[src/rtl/ps2_key_rx.sv]
module ps2_key_rx #(
  parameter int FILT_LEN    = 4,
  parameter int TIMEOUT_CYC = 12500
) (
  input  logic       clk,
  input  logic       rst,
  input  logic       ps2_clk_i,
  input  logic       ps2_dat_i,
  input  logic       rd_i,
  output logic [7:0] code_o,
  output logic       ready_o,
  output logic       evt_o,
  output logic       evt_break_o,
  output logic       evt_ext_o
);

  localparam int         TW  = $clog2(TIMEOUT_CYC + 1);
  localparam logic [7:0] BRK = 8'hF0;
  localparam logic [7:0] EXT = 8'hE0;

  logic [1:0]          ck_s, dt_s;
  logic [FILT_LEN-1:0] ck_h, dt_h;
  logic                ck_f, dt_f, ck_fq;
  logic [3:0]          nbit;
  logic [8:0]          sh;
  logic [TW-1:0]       idle_cnt;
  logic                rd_q, brk_pend, ext_pend;
  logic                fall, cap, rd_rise, expired;

  always_ff @(posedge clk) begin
    if (rst) begin
      ck_s  <= 2'b11;
      dt_s  <= 2'b11;
      ck_h  <= '1;
      dt_h  <= '1;
      ck_f  <= 1'b1;
      dt_f  <= 1'b1;
      ck_fq <= 1'b1;
    end else begin
      ck_s  <= {ck_s[0], ps2_clk_i};
      dt_s  <= {dt_s[0], ps2_dat_i};
      ck_h  <= {ck_h[FILT_LEN-2:0], ck_s[1]};
      dt_h  <= {dt_h[FILT_LEN-2:0], dt_s[1]};
      if (&ck_h) ck_f <= 1'b1;
      else if (~|ck_h) ck_f <= 1'b0;
      if (&dt_h) dt_f <= 1'b1;
      else if (~|dt_h) dt_f <= 1'b0;
      ck_fq <= ck_f;
    end
  end

  assign fall    = ck_fq & ~ck_f;
  assign cap     = fall && (nbit == 4'd10) && dt_f && (^sh);
  assign rd_rise = rd_i & ~rd_q;
  assign expired = (nbit != 4'd0) && (idle_cnt == TW'(TIMEOUT_CYC - 1));

  always_ff @(posedge clk) begin
    if (rst) begin
      nbit     <= '0;
      sh       <= '0;
      idle_cnt <= '0;
    end else begin
      if (fall || nbit == 4'd0) idle_cnt <= '0;
      else idle_cnt <= idle_cnt + 1'b1;
      if (fall) begin
        if (nbit == 4'd0) nbit <= dt_f ? 4'd0 : 4'd1;
        else if (nbit == 4'd10) nbit <= 4'd0;
        else begin
          nbit <= nbit + 4'd1;
          sh   <= {dt_f, sh[8:1]};
        end
      end else if (expired) begin
        nbit <= 4'd0;
      end
    end
  end

  p_bitcount_r2: assert property (@(posedge clk) disable iff (rst) nbit <= 4'd10);
  p_timeout_r10: assert property (@(posedge clk) disable iff (rst)
    (nbit != 4'd0 && !fall && idle_cnt == TW'(TIMEOUT_CYC - 1)) |=> nbit == 4'd0);
  p_discard_r3: assert property (@(posedge clk) disable iff (rst)
    (fall && nbit == 4'd10 && !cap) |=> $stable(code_o));

  always_ff @(posedge clk) begin
    if (rst) begin
      rd_q        <= 1'b0;
      code_o      <= '0;
      ready_o     <= 1'b0;
      evt_o       <= 1'b0;
      evt_break_o <= 1'b0;
      evt_ext_o   <= 1'b0;
      brk_pend    <= 1'b0;
      ext_pend    <= 1'b0;
    end else begin
      rd_q  <= rd_i;
      evt_o <= 1'b0;
      if (cap) ready_o <= 1'b1;
      else if (rd_rise) ready_o <= 1'b0;
      if (cap) begin
        code_o <= sh[7:0];
        if (sh[7:0] == BRK) brk_pend <= 1'b1;
        else if (sh[7:0] == EXT) ext_pend <= 1'b1;
        else begin
          evt_o       <= 1'b1;
          evt_break_o <= brk_pend;
          evt_ext_o   <= ext_pend;
          brk_pend    <= 1'b0;
          ext_pend    <= 1'b0;
        end
      end
    end
  end

  p_read_clears_r4: assert property (@(posedge clk) disable iff (rst)
    (rd_rise && !cap) |=> !ready_o);
  p_cap_wins_r5: assert property (@(posedge clk) disable iff (rst) cap |=> ready_o);
  p_evt_single_r6: assert property (@(posedge clk) disable iff (rst) evt_o |=> !evt_o);
  p_evt_code_r6: assert property (@(posedge clk) disable iff (rst)
    evt_o |-> (ready_o && code_o != BRK && code_o != EXT));
  p_flags_hold_r9: assert property (@(posedge clk) disable iff (rst)
    !evt_o |-> ($stable(evt_break_o) && $stable(evt_ext_o)));

endmodule

[config.mk]
export PLATFORM = sky130hd
export DESIGN_NAME = ps2_key_rx
export DESIGN_NICKNAME = d
export VERILOG_FILES = /design/src/rtl/ps2_key_rx.sv
export SDC_FILE = /design/constraint.sdc
export NUM_CORES = 1
export LEC_CHECK = 0
export BUFFER_PORTS_ARGS = -buffer_cell sky130_fd_sc_hd__buf_4
export CORE_MARGIN = 2
export CORE_UTILIZATION = 60
export DETAILED_ROUTE_END_ITERATION = 8
export PLACE_DENSITY = 0.86
export SYNTH_ARGS = -nofsm -noshare
export SYNTH_HDL_FRONTEND = slang
export SYNTH_SLANG_ARGS = --single-unit
[constraint.sdc]
create_clock -name clk -period 3.2 [get_ports clk]
set_input_delay 0.32 -clock clk [delete_from_list [all_inputs] [get_ports clk]]
set_output_delay 0.32 -clock clk [all_outputs]
set_load 0.03 [all_outputs]
==> impl_results.md <==
* Post-synthesis net count at 264
* Initial antenna violation count at 0
* Post-route ant nets at 0
* Overall Global Routing Usage at 0.2092
* RSZ-0062 raised after global routing: no
* Largest net degree at the start of global routing at 47
* Num CTS Buffers at 9
* Critical path required time at 3.39 ns
* Starting Density at 0.6367
* First-pass GRT wire length at 7038 um
* CTS tree: done
* Post-CTS Setup Bufs at 0
* I/O Buffers at 16
* Die footprint at 4493 um^2
* Max Cap Viol at 0
* Final Critical Period at 2.227 ns
* DPL Wire Length at approximately 2800 um
* Cts repair resizes at 0
* Layout Nets at 279
* Rel. slew slack at 0.4230
* Via count of the first global-routing pass at 1627
* Final setup violation count at 0
* RR Endpoint: evt_break_o
* Initial DRC Count at ~140
* Die Width at 67.03 um
* Setup CP Type: flop to flop
* Vias per inst at between 5 and 6
* Slew Limit Fails at 0
* Worst-path maximum fanout at 11
* Synth Warn # at 0
* Fin crit share at 0.6959
* Grt total ovfl at 0
* Clock skew at 0.009331 ns
* Worst min path class: input pin to flop
* Ys async rst share at 0
* Reg2Reg Setup Slack at 0.97 ns
* CTS Sinks at 57
* Row Count at 22
* Setup TNS at 0 ns
* Critical Path AT at 2.41 ns
* Diodes inserted at 0
* Post-CTS Hold Buffers at 0
* Cell taking the most area after synthesis: dfxtp_1
* Peak supply drop at between 300 and 400 uV
* Library cells used by synthesis at 41
* Drt drc at 0
* Peak Freq at 449.0 MHz
* Seq cells post-synth at 57
* Share of the synthesized area in the top cell type at 0.4787
* Worst Hold Launch: ps2_dat_i
* Mean Syn Cell Area at 9.534 um^2
* Worst setup margin at 0.9730 ns
* Leakage at 0.9256 nW
* Tot Pwr at 1.257 mW
* Router iterations before antenna repair at 4
* Slew of the pin with the lowest slew margin at 0.8593 ns
* Endpoint, Worst Hold: dt_s[0]
* Clk_lat worst skew at approximately 0.32 ns
* Longest Clk Path Bufs at 2
* Clock transition at path regs at 0.06 ns
* Layout cells sized above 1 at 0.1798
* Ys flop type: dfxtp_1
* GP Congestion at 0.7891
* Post-synthesis sequential area ratio at 0.4787
* Mapped cell area at 2384 um^2
* Number of flops mapped to enable cells by yosys at 0
* I/O pin cnt at 17
* R2R depth at 5
* Total Wirelength at 4103 um
* Die span in y at roughly 67 um
* H-tree depth at 3
* Fin. Hold Viols at 0
* Post-Syn Instances at 250
* Status: finished, final reports clean
* Hold Crit Depth at 2
* Critical path capture point type: flop
* Via count at between 1500 and 2000
* Layout area overhead at 11.81%
* CP Launch Type: flop
* Reg2reg start: sh[6]
* Avg WL per Cell at roughly 13 um
* Synth top area cells: dfxtp_1, mux2i_1, ha_1, nor2_1, or2_2
* Root Driver: clkbuf_8
* Pwr dens at 471.7 nW/um^2
* Pre-CTS setup slack at 1.039 ns
* Core area at 3744 um^2
==> cells in the mapped netlist, types with 2 or more instances <==
| master | count |
|---|---|
| a21oi_1 | 17 |
| a31oi_1 | 2 |
| and3_1 | 2 |
| and4_1 | 3 |
| buf_2 | 3 |
| clkbuf_1 | 9 |
| dfxtp_1 | 57 |
| ha_1 | 9 |
| inv_1 | 10 |
| mux2i_1 | 12 |
| nand2_1 | 6 |
| nand2b_1 | 5 |
| nand3_1 | 13 |
| nand4_1 | 9 |
| nor2_1 | 24 |
| nor2b_1 | 2 |
| nor3_1 | 2 |
| nor4_1 | 3 |
| o211ai_1 | 2 |
| o21a_1 | 2 |
| o21ai_0 | 10 |
| o21bai_1 | 2 |
| or2_2 | 14 |
| or3_1 | 4 |
| xnor2_1 | 5 |
| xor2_1 | 8 |
==> cell type report <==
| cell class | instances | area (um^2) |
|---|---|---|
| Clock buffer | 12 | 145.1 |
| Clock inverter | 1 | 5.005 |
| Fill cell | 299 | 1079 |
| Inverter | 10 | 37.54 |
| Multi-Input combinational cell | 171 | 1156 |
| Sequential cell | 57 | 1141 |
| Tap cell | 48 | 60.06 |
| Timing Repair Buffer | 16 | 120.1 |
==> logic make-up after synthesis <==
group	after synthesis	synth area share
multiplexers	12	0.05040
XOR/XNOR	15	0.06457
AO/OA/AOI/OAI	41	0.1013
adder cells (fa/ha/maj)	9	0.04724
buffers and inverters	22	0.03622
AND/OR/NAND/NOR	94	0.2215
flip-flops	57	0.4787
==> routing by layer <==
| metal | global-route usage | vias to the layer above | wire length, um |
|---|---|---|---|
| met5 | 0 | - | 0 |
| met4 | 0.1224 | 0 | 70 |
| met3 | 0.05405 | 7 | 171 |
| met2 | 0.3428 | 34 | 1978 |
| met1 | 0.2442 | 829 | 1883 |
| li1 | - | 902 | - |
==> state kept, by name, indices dropped and copies added, names as in the netlist, 2 cells and up <==
register	cells
nbit	4
ck_h	4
dt_s	2
code_o	8
sh	9
ck_s	2
idle_cnt	14
dt_h	4
==> worst max-delay path by stage <==
stage                from           to  slack, ns
floorplan           sh[6]  evt_break_o       1.40
global placement    sh[6]  evt_break_o       1.09
detailed placement  sh[6]    evt_ext_o       1.04
CTS                 sh[6]  evt_break_o        1.0
global route        sh[6]    code_o[1]       0.76
finish              sh[6]  evt_break_o       0.97
==> through the flow <==
step	std cells	util	instance area, um^2	hold WS [ns]
after floorplan	250	-	2384	0.3895
after detailed placement	302	0.6718	2515	0.3967
after global placement	302	0.6718	2515	0.3921
final	315	0.7119	2665	0.1885
after CTS	315	0.7119	2665	0.1774
after global routing	315	0.7119	2665	0.1824
==> power breakdown <==
part | internal (mW) | switching [mW] | total (mW)
clock | 0.288 | 0.238 | 0.525
sequential | 0.714 | 0.00137 | 0.716
combinational | 0.00687 | 0.00891 | 0.0158
==> worst max-delay path: stages (launching register included) <==
cell and delay (ns):
dfxtp_1 0.34, ha_1 0.32, xnor3_2 0.41, xnor2_1 0.70
nor4_2 0.17, mux2i_1 0.16
==> placed cells by master, fill, tap and decap left out, types with 2 or more instances in the layout <==
cell type and instances:
and4_1 3, nand2b_1 5, a21oi_1 17, clkbuf_1 2
dfxtp_1 57, or2_2 14, o211ai_1 2, xnor2_1 5
xor2_1 8, nand2_1 6, mux2i_1 12, nor2b_1 2
ha_1 9, nor4_1 3, clkbuf_8 10, nor3_1 2
inv_1 10, nor2_1 24, nand3_1 13, o21a_1 2
buf_4 16, o21bai_1 2, or3_1 4, and3_1 2
nand4_1 9, a31oi_1 2, o21ai_0 10
Power figures use the tool's default switching activity.
